File: src/rtl/hsd_pkg.sv
package hsd_pkg;

  localparam int WORD_W     = 32;
  localparam int CODE_W     = 3;
  localparam int BB_ENTRIES = 4;

  localparam int DCU_FW     = 5;
  localparam int DCU_A_N    = 6;
  localparam int DCU_B_N    = 4;

  localparam logic [DCU_FW-1:0] SIG1_CHAIN  = 5'h06;
  localparam logic [1:0]        SIG1_CMPL   = 2'h1;
  localparam logic [3:0]        SIG2_STITCH = 4'h9;
  localparam logic [3:0]        SIG2_FETCH  = 4'h8;
  localparam logic [2:0]        SIG2_QCMPL  = 3'h4;

  localparam int STITCH_LSB = 18;
  localparam int FETCH_LSB  = 22;
  localparam int QCMPL_LSB  = 26;

  typedef enum logic [CODE_W-1:0] {
    HC_NONE  = 3'd0,
    HC_BB_A  = 3'd1,
    HC_BB_B  = 3'd2,
    HC_BB_C  = 3'd3,
    HC_MAC_1 = 3'd4,
    HC_MAC_2 = 3'd5
  } hang_code_e;

  function automatic logic [WORD_W-1:0] bb_mask(input int idx);
    case (idx)
      3:       bb_mask = 32'h7E7F_FFEF;
      default: bb_mask = 32'h7E00_0B00;
    endcase
  endfunction

  function automatic logic [WORD_W-1:0] bb_value(input int idx);
    case (idx)
      0:       bb_value = 32'h1E00_0000;
      1:       bb_value = 32'h5200_0B00;
      2:       bb_value = 32'h1800_0B00;
      default: bb_value = 32'h0070_2400;
    endcase
  endfunction

  function automatic logic [CODE_W-1:0] bb_code(input int idx);
    case (idx)
      0:       bb_code = HC_BB_A;
      1:       bb_code = HC_BB_B;
      default: bb_code = HC_BB_C;
    endcase
  endfunction

endpackage

File: src/rtl/hsd_stable_mon.sv
module hsd_stable_mon #(
  parameter int W         = 160,
  parameter int N_SAMPLES = 50,
  localparam int CW       = $clog2(N_SAMPLES + 1)
) (
  input  logic         clk,
  input  logic         rst,
  input  logic         start,
  input  logic [W-1:0] live,
  output logic [W-1:0] snap,
  output logic         busy,
  output logic         ev_ok,
  output logic         ev_abort
);

  logic [CW-1:0] cnt;
  logic          same;
  logic          last;

  assign same     = (live == snap);
  assign last     = (cnt == CW'(N_SAMPLES - 1));
  assign ev_ok    = busy && same && last;
  assign ev_abort = busy && !same;

  always_ff @(posedge clk) begin
    if (rst) begin
      busy <= 1'b0;
      cnt  <= '0;
      snap <= '0;
    end else if (!busy) begin
      if (start) begin
        busy <= 1'b1;
        cnt  <= '0;
        snap <= live;
      end
    end else if (!same || last) begin
      busy <= 1'b0;
    end else begin
      cnt <= cnt + 1'b1;
    end
  end


  abort_ends_chk: assert property (@(posedge clk) disable iff (rst)
    busy && !same |=> !busy);


  cnt_range_chk: assert property (@(posedge clk) disable iff (rst)
    busy |-> cnt < CW'(N_SAMPLES));


  busy_start_hold_chk: assert property (@(posedge clk) disable iff (rst)
    busy && start && same && !last |=> busy && $stable(snap));

endmodule

File: src/rtl/hsd_bb_match.sv
module hsd_bb_match
  import hsd_pkg::*;
(
  input  logic [WORD_W-1:0] word,
  output logic              hit,
  output logic [CODE_W-1:0] code
);

  logic [BB_ENTRIES-1:0] entry_hit;

  for (genvar i = 0; i < BB_ENTRIES; i++) begin : g_entry
    assign entry_hit[i] = ((word & bb_mask(i)) == bb_value(i));
  end

  always_comb begin
    code = HC_NONE;
    for (int i = BB_ENTRIES - 1; i >= 0; i--) begin
      if (entry_hit[i]) code = bb_code(i);
    end
  end

  assign hit = |entry_hit;

endmodule

File: src/rtl/hsd_mac_match.sv
module hsd_mac_match
  import hsd_pkg::*;
(
  input  logic [WORD_W-1:0] chain_a,
  input  logic [WORD_W-1:0] chain_b,
  input  logic [WORD_W-1:0] cmpl_w,
  input  logic [WORD_W-1:0] queue_w,
  output logic              sig1,
  output logic              sig2
);

  localparam int NF = DCU_A_N + DCU_B_N;

  logic [NF-1:0] chain_hit;

  for (genvar i = 0; i < DCU_A_N; i++) begin : g_fa
    assign chain_hit[i] = (chain_a[DCU_FW*i +: DCU_FW] == SIG1_CHAIN);
  end
  for (genvar i = 0; i < DCU_B_N; i++) begin : g_fb
    assign chain_hit[DCU_A_N+i] = (chain_b[DCU_FW*i +: DCU_FW] == SIG1_CHAIN);
  end

  assign sig1 = (|chain_hit) && (cmpl_w[1:0] == SIG1_CMPL);
  assign sig2 = (queue_w[STITCH_LSB +: 4] == SIG2_STITCH) &&
                (queue_w[FETCH_LSB  +: 4] == SIG2_FETCH)  &&
                (queue_w[QCMPL_LSB  +: 3] == SIG2_QCMPL);

  logic unused_bits;
  assign unused_bits = ^{chain_a[WORD_W-1:DCU_FW*DCU_A_N],
                         chain_b[WORD_W-1:DCU_FW*DCU_B_N],
                         cmpl_w[WORD_W-1:2],
                         queue_w[WORD_W-1:QCMPL_LSB+3],
                         queue_w[STITCH_LSB-1:0]};

endmodule

File: src/rtl/hang_sig_detect.sv
module hang_sig_detect
  import hsd_pkg::*;
#(
  parameter int N_SAMPLES = 50
) (
  input  logic              clk,
  input  logic              rst,
  input  logic              start,
  input  logic              bb_req,
  input  logic              mac_req,
  input  logic [WORD_W-1:0] bb_obs,
  input  logic [WORD_W-1:0] dma_chain_a,
  input  logic [WORD_W-1:0] dma_chain_b,
  input  logic [WORD_W-1:0] dma_cmpl,
  input  logic [WORD_W-1:0] dma_queue,
  output logic              done,
  output logic [CODE_W-1:0] hang_code
);

  localparam int SNAP_W = 5 * WORD_W;

  logic [SNAP_W-1:0] live, snap;
  logic              busy, ev_ok, ev_abort;
  logic              bb_en_q, mac_en_q;
  logic              bb_hit, sig1, sig2;
  logic [CODE_W-1:0] bb_cd, sel_code;

  assign live = {bb_obs, dma_chain_a, dma_chain_b, dma_cmpl, dma_queue};

  hsd_stable_mon #(.W(SNAP_W), .N_SAMPLES(N_SAMPLES)) u_mon (
    .clk      (clk),
    .rst      (rst),
    .start    (start),
    .live     (live),
    .snap     (snap),
    .busy     (busy),
    .ev_ok    (ev_ok),
    .ev_abort (ev_abort)
  );

  hsd_bb_match u_bb (
    .word (snap[4*WORD_W +: WORD_W]),
    .hit  (bb_hit),
    .code (bb_cd)
  );

  hsd_mac_match u_mac (
    .chain_a (snap[3*WORD_W +: WORD_W]),
    .chain_b (snap[2*WORD_W +: WORD_W]),
    .cmpl_w  (snap[1*WORD_W +: WORD_W]),
    .queue_w (snap[0 +: WORD_W]),
    .sig1    (sig1),
    .sig2    (sig2)
  );

  always_ff @(posedge clk) begin
    if (rst) begin
      bb_en_q  <= 1'b0;
      mac_en_q <= 1'b0;
    end else if (!busy && start) begin
      bb_en_q  <= bb_req;
      mac_en_q <= mac_req;
    end
  end

  always_comb begin
    if (bb_en_q && bb_hit)    sel_code = bb_cd;
    else if (mac_en_q && sig1) sel_code = HC_MAC_1;
    else if (mac_en_q && sig2) sel_code = HC_MAC_2;
    else                       sel_code = HC_NONE;
  end

  always_ff @(posedge clk) begin
    if (rst) begin
      done      <= 1'b0;
      hang_code <= HC_NONE;
    end else begin
      done      <= ev_ok || ev_abort;
      hang_code <= ev_ok ? sel_code : HC_NONE;
    end
  end


  done_pulse_chk: assert property (@(posedge clk) disable iff (rst)
    done |=> !done);


  code_quiet_chk: assert property (@(posedge clk) disable iff (rst)
    !done |-> hang_code == HC_NONE);


  bb_first_chk: assert property (@(posedge clk) disable iff (rst)
    ev_ok && bb_en_q && bb_hit |=> done && hang_code == $past(bb_cd));


  sig_order_chk: assert property (@(posedge clk) disable iff (rst)
    ev_ok && mac_en_q && sig1 && !(bb_en_q && bb_hit) |=> hang_code == HC_MAC_1);

endmodule

File: config.mk
export PLATFORM = sky130hd
export DESIGN_NAME = hang_sig_detect
export DESIGN_NICKNAME = d
export VERILOG_FILES = /design/src/rtl/hsd_pkg.sv /design/src/rtl/hsd_stable_mon.sv /design/src/rtl/hsd_bb_match.sv /design/src/rtl/hsd_mac_match.sv /design/src/rtl/hang_sig_detect.sv
export SDC_FILE = /design/constraint.sdc
export NUM_CORES = 1
export LEC_CHECK = 0
export ABC_AREA = 1
export BUFFER_PORTS_ARGS = -buffer_cell sky130_fd_sc_hd__buf_2
export CORE_MARGIN = 8
export CORE_UTILIZATION = 56
export CTS_CLUSTER_SIZE = 24
export DETAILED_ROUTE_END_ITERATION = 12
export PLACE_DENSITY = 0.9
export SYNTH_ARGS = -nofsm -noshare
export SYNTH_HDL_FRONTEND = slang
export SYNTH_SLANG_ARGS = --single-unit
File: constraint.sdc
create_clock -name clk -period 2 [get_ports clk]
set_input_delay 0.2 -clock clk [delete_from_list [all_inputs] [get_ports clk]]
set_output_delay 0.2 -clock clk [all_outputs]
set_load 0.005 [all_outputs]
# Word level (Yosys, flattened, before mapping)
# Cells that the tools add are included.
# word_totals
regBits	173
in_bits	165
# op_classes
addsub	1
eq_ne	21
muxes	13
bitwise_logic	2
n_reduce_logical	20
# op_table
operator	count
$eq 160x160->1	1
$eq 5x3->1 const B	10
$eq 28x22->1 const B	1
$eq 9x7->1 const B	2
$mux 3	6
$mux 6	3
$logic_and 1x1->1	10
$reduce_or 10->1	1
$eq 9x9->1 const B	1
$eq 4x4->1 const B	2
$add 6x1->6 const B	1
$eq 6x6->1 const B	1
$reduce_and 2->1	2
$reduce_or 4->1	1
$eq 3x3->1 const B	1
$mux 1	3
$eq 2x1->1 const B	1
$logic_not 1->1	2
$logic_or 1x1->1	2
$mux 2	1
$ne 2x2->1 const B	1
$not 1->1	2
$reduce_bool 2->1	1
$reduce_or 2->1	1

# Logic depth before layout (Yosys ltp)
# logic_depth
word_depth	7
depth_mapped	15
depth_no_buf	14

# Modules after synthesis
# A second synthesis with hierarchy kept.
# unflattened
hier_cells	1420
hier_area_um2	9130.0
# by_module_without_submodules
module	n_inst	cells_each	area_each_um2	seq_area_each_um2
hsd_stable_mon	1	1248	8305.5	3343.2
hsd_mac_match	1	71	320.3	0.0
hsd_bb_match	1	68	272.8	0.0
hang_sig_detect	1	33	231.5	120.1

# Least setup slack after synthesis
# Ideal clock, no wire load.
# synth_path
kind	register -> register
start	reg u_mon.snap[136]
end	reg u_mon.cnt[2]
arrival_ps	1433
t_required_ps	1885
slack_ps	452
stages_incl_launch_ff	15
path_buffers	1
cell_sequence	dfxtp_1 > inv_2 > nand2_1 > nand2_1 > nor2_1 > nand2_1 > nor2_1 > nand2_1 > nor2_2 > nand2_1 > nor2_2 > nand4_2 > buf_6 > a21oi_1 > nor2_1
# synth_between
elab_chain_cells	5
# synth_rtl
item	line_no	text
start, declared	hsd_stable_mon.sv:10	output logic [W-1:0] snap,
start signal, assigned	hsd_stable_mon.sv:34	snap <= live;
$eq 160x160->1	hsd_stable_mon.sv:20	assign same = (live == snap);
$logic_not 1->1	hsd_stable_mon.sv:36	end else if (!same || last) begin
$logic_or 1x1->1	hsd_stable_mon.sv:36	
$ne 2x2->1 (no line)	n/a	
$reduce_and 2->1 (no line)	n/a	
end signal, assigned	hsd_stable_mon.sv:39	cnt <= cnt + 1'b1;
end, declared	hsd_stable_mon.sv:16	logic [CW-1:0] cnt;
# Every way passes these cells.
# A chain may end at the register's enable or synchronous reset.

# Worst setup path in the final report
# layout_path
start	reg u_mon.snap[73]
end	reg u_mon.cnt[2]
# The elaborated chain is that of the path after synthesis.

==> results.cfg <==
[synthesis]
syn_avg_cell_area_um2 = 6.567
synth_compound_area_frac = 0.1587
yosys_warnings = 0
syn-num-nets = 1522
synth_top_family_by_area = simple AND/OR/NAND/NOR gates
yosys-top-cells-area = dfxtp_1 (39%), nand2_1 (11%), nor2_1 (11%), o21ai_0 (10%), inv_1 (6.8%)
synth-seq-cells = 173
synth_edf_count = 0
netlist.area_leader.share = 0.3892
syn_area_um2 = 8899
synth_xor_xnor_area_share = 0.08858
synthCells = 1355
ys_types = 28
synthAdderAreaFrac = 0.002812
yosys.area.top_type = dfxtp_1
synth_mux_area_frac = 0
yosys.area_share.simple = 0.2645
async_reset_ff_frac = 0
yosysSeqAreaShare = 0.3892
synth_ff_type = dfxtp_1

[sta]
skew_ps = 8.028
max_freq_mhz = 517.2
slew_headroom = 0.6269
setup_viol = 0
worst_pin_slew_ps = 554.6
slew_violations = 0
fin_worst_hold_slack_ps = 43.00
hold_viol_final = 0
fin_crit_sh = 0.9668
fin_crit_ps = 1934

[cts]
clkSlewWorstSetupHoldPaths_ps = 60
numCtsBuffers = 17
clk_path_buf_depth = 2
clock_latency_ps = 430
cts.sink_count = 173
htreeDepth = 4
cts_tree = built
postCtsSetupRepairBufs = 0
root_buffer = clkbuf_16

[power]
pwr-share-seq = 0.442
p_sw_mw = 2.493
combPwrFrac = 0.169
peakVddDrop_mv = 0.6169
p_total_mw = 8.834
p_clk_frac = 0.389
p_leak_nw = 4.925
powerDensity_nw_per_um2 = 829.6
p_sw_frac = 0.2822
p_int_mw = 6.341

[placement]
gp_congestion = 0.9142
dp_hpwl_um = 19560
io_buffers = 168

[finish]
fin_util = 0.6777
drive_gt1_frac = 0.1568
multi_input_area_um2 = 4629
fill_cells = 1292
final_cell_mix = nand2_1 (271), nor2_1 (247), o21ai_0 (180)
area_growth_pct = 19.67
ff_latch_area_um2 = 3470
final_common_cell = nand2_1
nets = 1673

[floorplanning]
num_rows = 46
start_util = 0.5663
die-area_um2 = 20180
pin_count = 169
core_region_area_um2 = 15710
die_x_um = 142.1
fp.dieH_um = 142.1

[global_route]
grt_usage = 0.2598
first_global_vias = 8248
grt_pass1_wl_um = 41230
grt_max_degree = 106
antenna_found_initial = 5
overflow = 0

[routing]
antenna_left = 0
drc = 0
first_iter_violations = 885
vias = 9066
drt-vias-per-instance = 5.201
first_pass_iters = 6
routed_wl_um = 26410
wl_per_cell_um = 15.15

[worst_setup_path]
crit_chain = xnor2_1 > nand2_1 > nor2_1 > nand2_1 > nor2_1 > nand2_1 > nor2_2 > nand4_2 > buf_4 > a21oi_1 > nor2_1
crit_path_end_kind = flip-flop
cp_data_required_time_ps = 2330
crit_family = simple AND/OR/NAND/NOR gates
reg2reg_depth = 11
cpPeakStageDelay_ps = 330
slowest_stage = dfxtp_1
path_max_fanout = 6
critPathBufInv = 1
cp.arrival_ps = 2260
path_class = reg2reg
path_depth = 11
worst_setup_path_start_kind = flip-flop

[hold_path]
holdPathStages = 3
min_path_type = in2reg

[run_status]
outcome = finished clean

[run]
cap_violations = 0
per-stage QoR:
stage                     setup slack [ps]  cells  cell area [µm²]  TNS [ps]
final                                66.45   1743            10650         0
after global routing                -30.05   1737            10630    -56.98
after CTS                            27.90   1734            10590         0
after detailed placement             21.09   1702             9967         0
after global placement               25.48   1702             9967         0
after floorplan                      452.5   1355             8899         0
registers in the layout, indices dropped and copies added, names as in the netlist:
name and flops:
done 1, hang_code 3, u_mon.cnt 6, mac_en_q 1
bb_en_q 1, u_mon.snap 160, u_mon.busy 1
power groups by stage:
| stage | Clock (mW) | Combinational, mW | Sequential (mW) |
|---|---|---|---|
| 2_1_floorplan | 0 | 0.942 | 3.93 |
| 3_3_place_gp | 0 | 1.41 | 3.96 |
| 3_5_place_dp | 0 | 1.45 | 3.97 |
| 4_1_cts | 3.46 | 1.47 | 3.90 |
| 5_1_grt | 3.60 | 1.67 | 3.93 |
| 6_report | 3.44 | 1.49 | 3.90 |
final cells by class:
cell class	count	area share
clock inverter	9	0.01281
clock buffer	22	0.04359
timing repair buffer	187	0.09729
inverter	165	0.05828
tap	216	0.02538
sequential	173	0.3258
multi-input combinational	962	0.4347
antenna	9	0.002115
metal layers:
layer / vias up / GRT usage / part of all wire / wire length (µm)
li1: 4567 / - / - / -
met1: 4087 / 0.3306 / 0.42 / 11090
met2: 350 / 0.4118 / 0.45 / 12000
met3: 58 / 0.05367 / 0.090 / 2371
met4: 4 / 0.1255 / 0.035 / 912
met5: - / 0 / 0.0011 / 29
worst register-to-register path, delay by kind of cell (launching register included):
family                 cells  cell delay (ps)
XOR/XNOR                   1              290
AND/OR/NAND/NOR            8              890
buffers and inverters      1              180
flip-flops                 1              330
AO/OA/AOI/OAI              1              130
Yosys cell counts (all sizes together) (2+ instances only):
cell type	instances
nand2	273
nor2	255
o21ai	181
dfxtp	173
inv	165
a21oi	98
xnor2	63
clkbuf	42
xor2	27
nand3	21
nand4	17
buf	13
nor4	12
nor3	9
ha	2
cells by family after synthesis:
kind of cell	after synthesis
buf+inv	220
fa+ha+maj	2
compound gates	281
xor+xnor	90
simple gates	589
flops	173
what timing repair did:
action                                  in CTS  in global routing
hold buffers                                 1                  0
gates resized for setup                      2                 13
endpoints found under the hold margin        2                  0
endpoints found under the setup margin       5                 11
pin swaps                                    0                  3
worst paths after layout:
path                  startpoint  slack [ps]             end
hold / removal       dma_cmpl[7]          40  u_mon.snap[39]
setup / recovery  u_mon.snap[73]          70    u_mon.cnt[2]
setup reg to reg  u_mon.snap[73]          70    u_mon.cnt[2]
hold reg to reg   u_mon.snap[92]         470  u_mon.snap[92]
(Power assumes the default switching activity.)
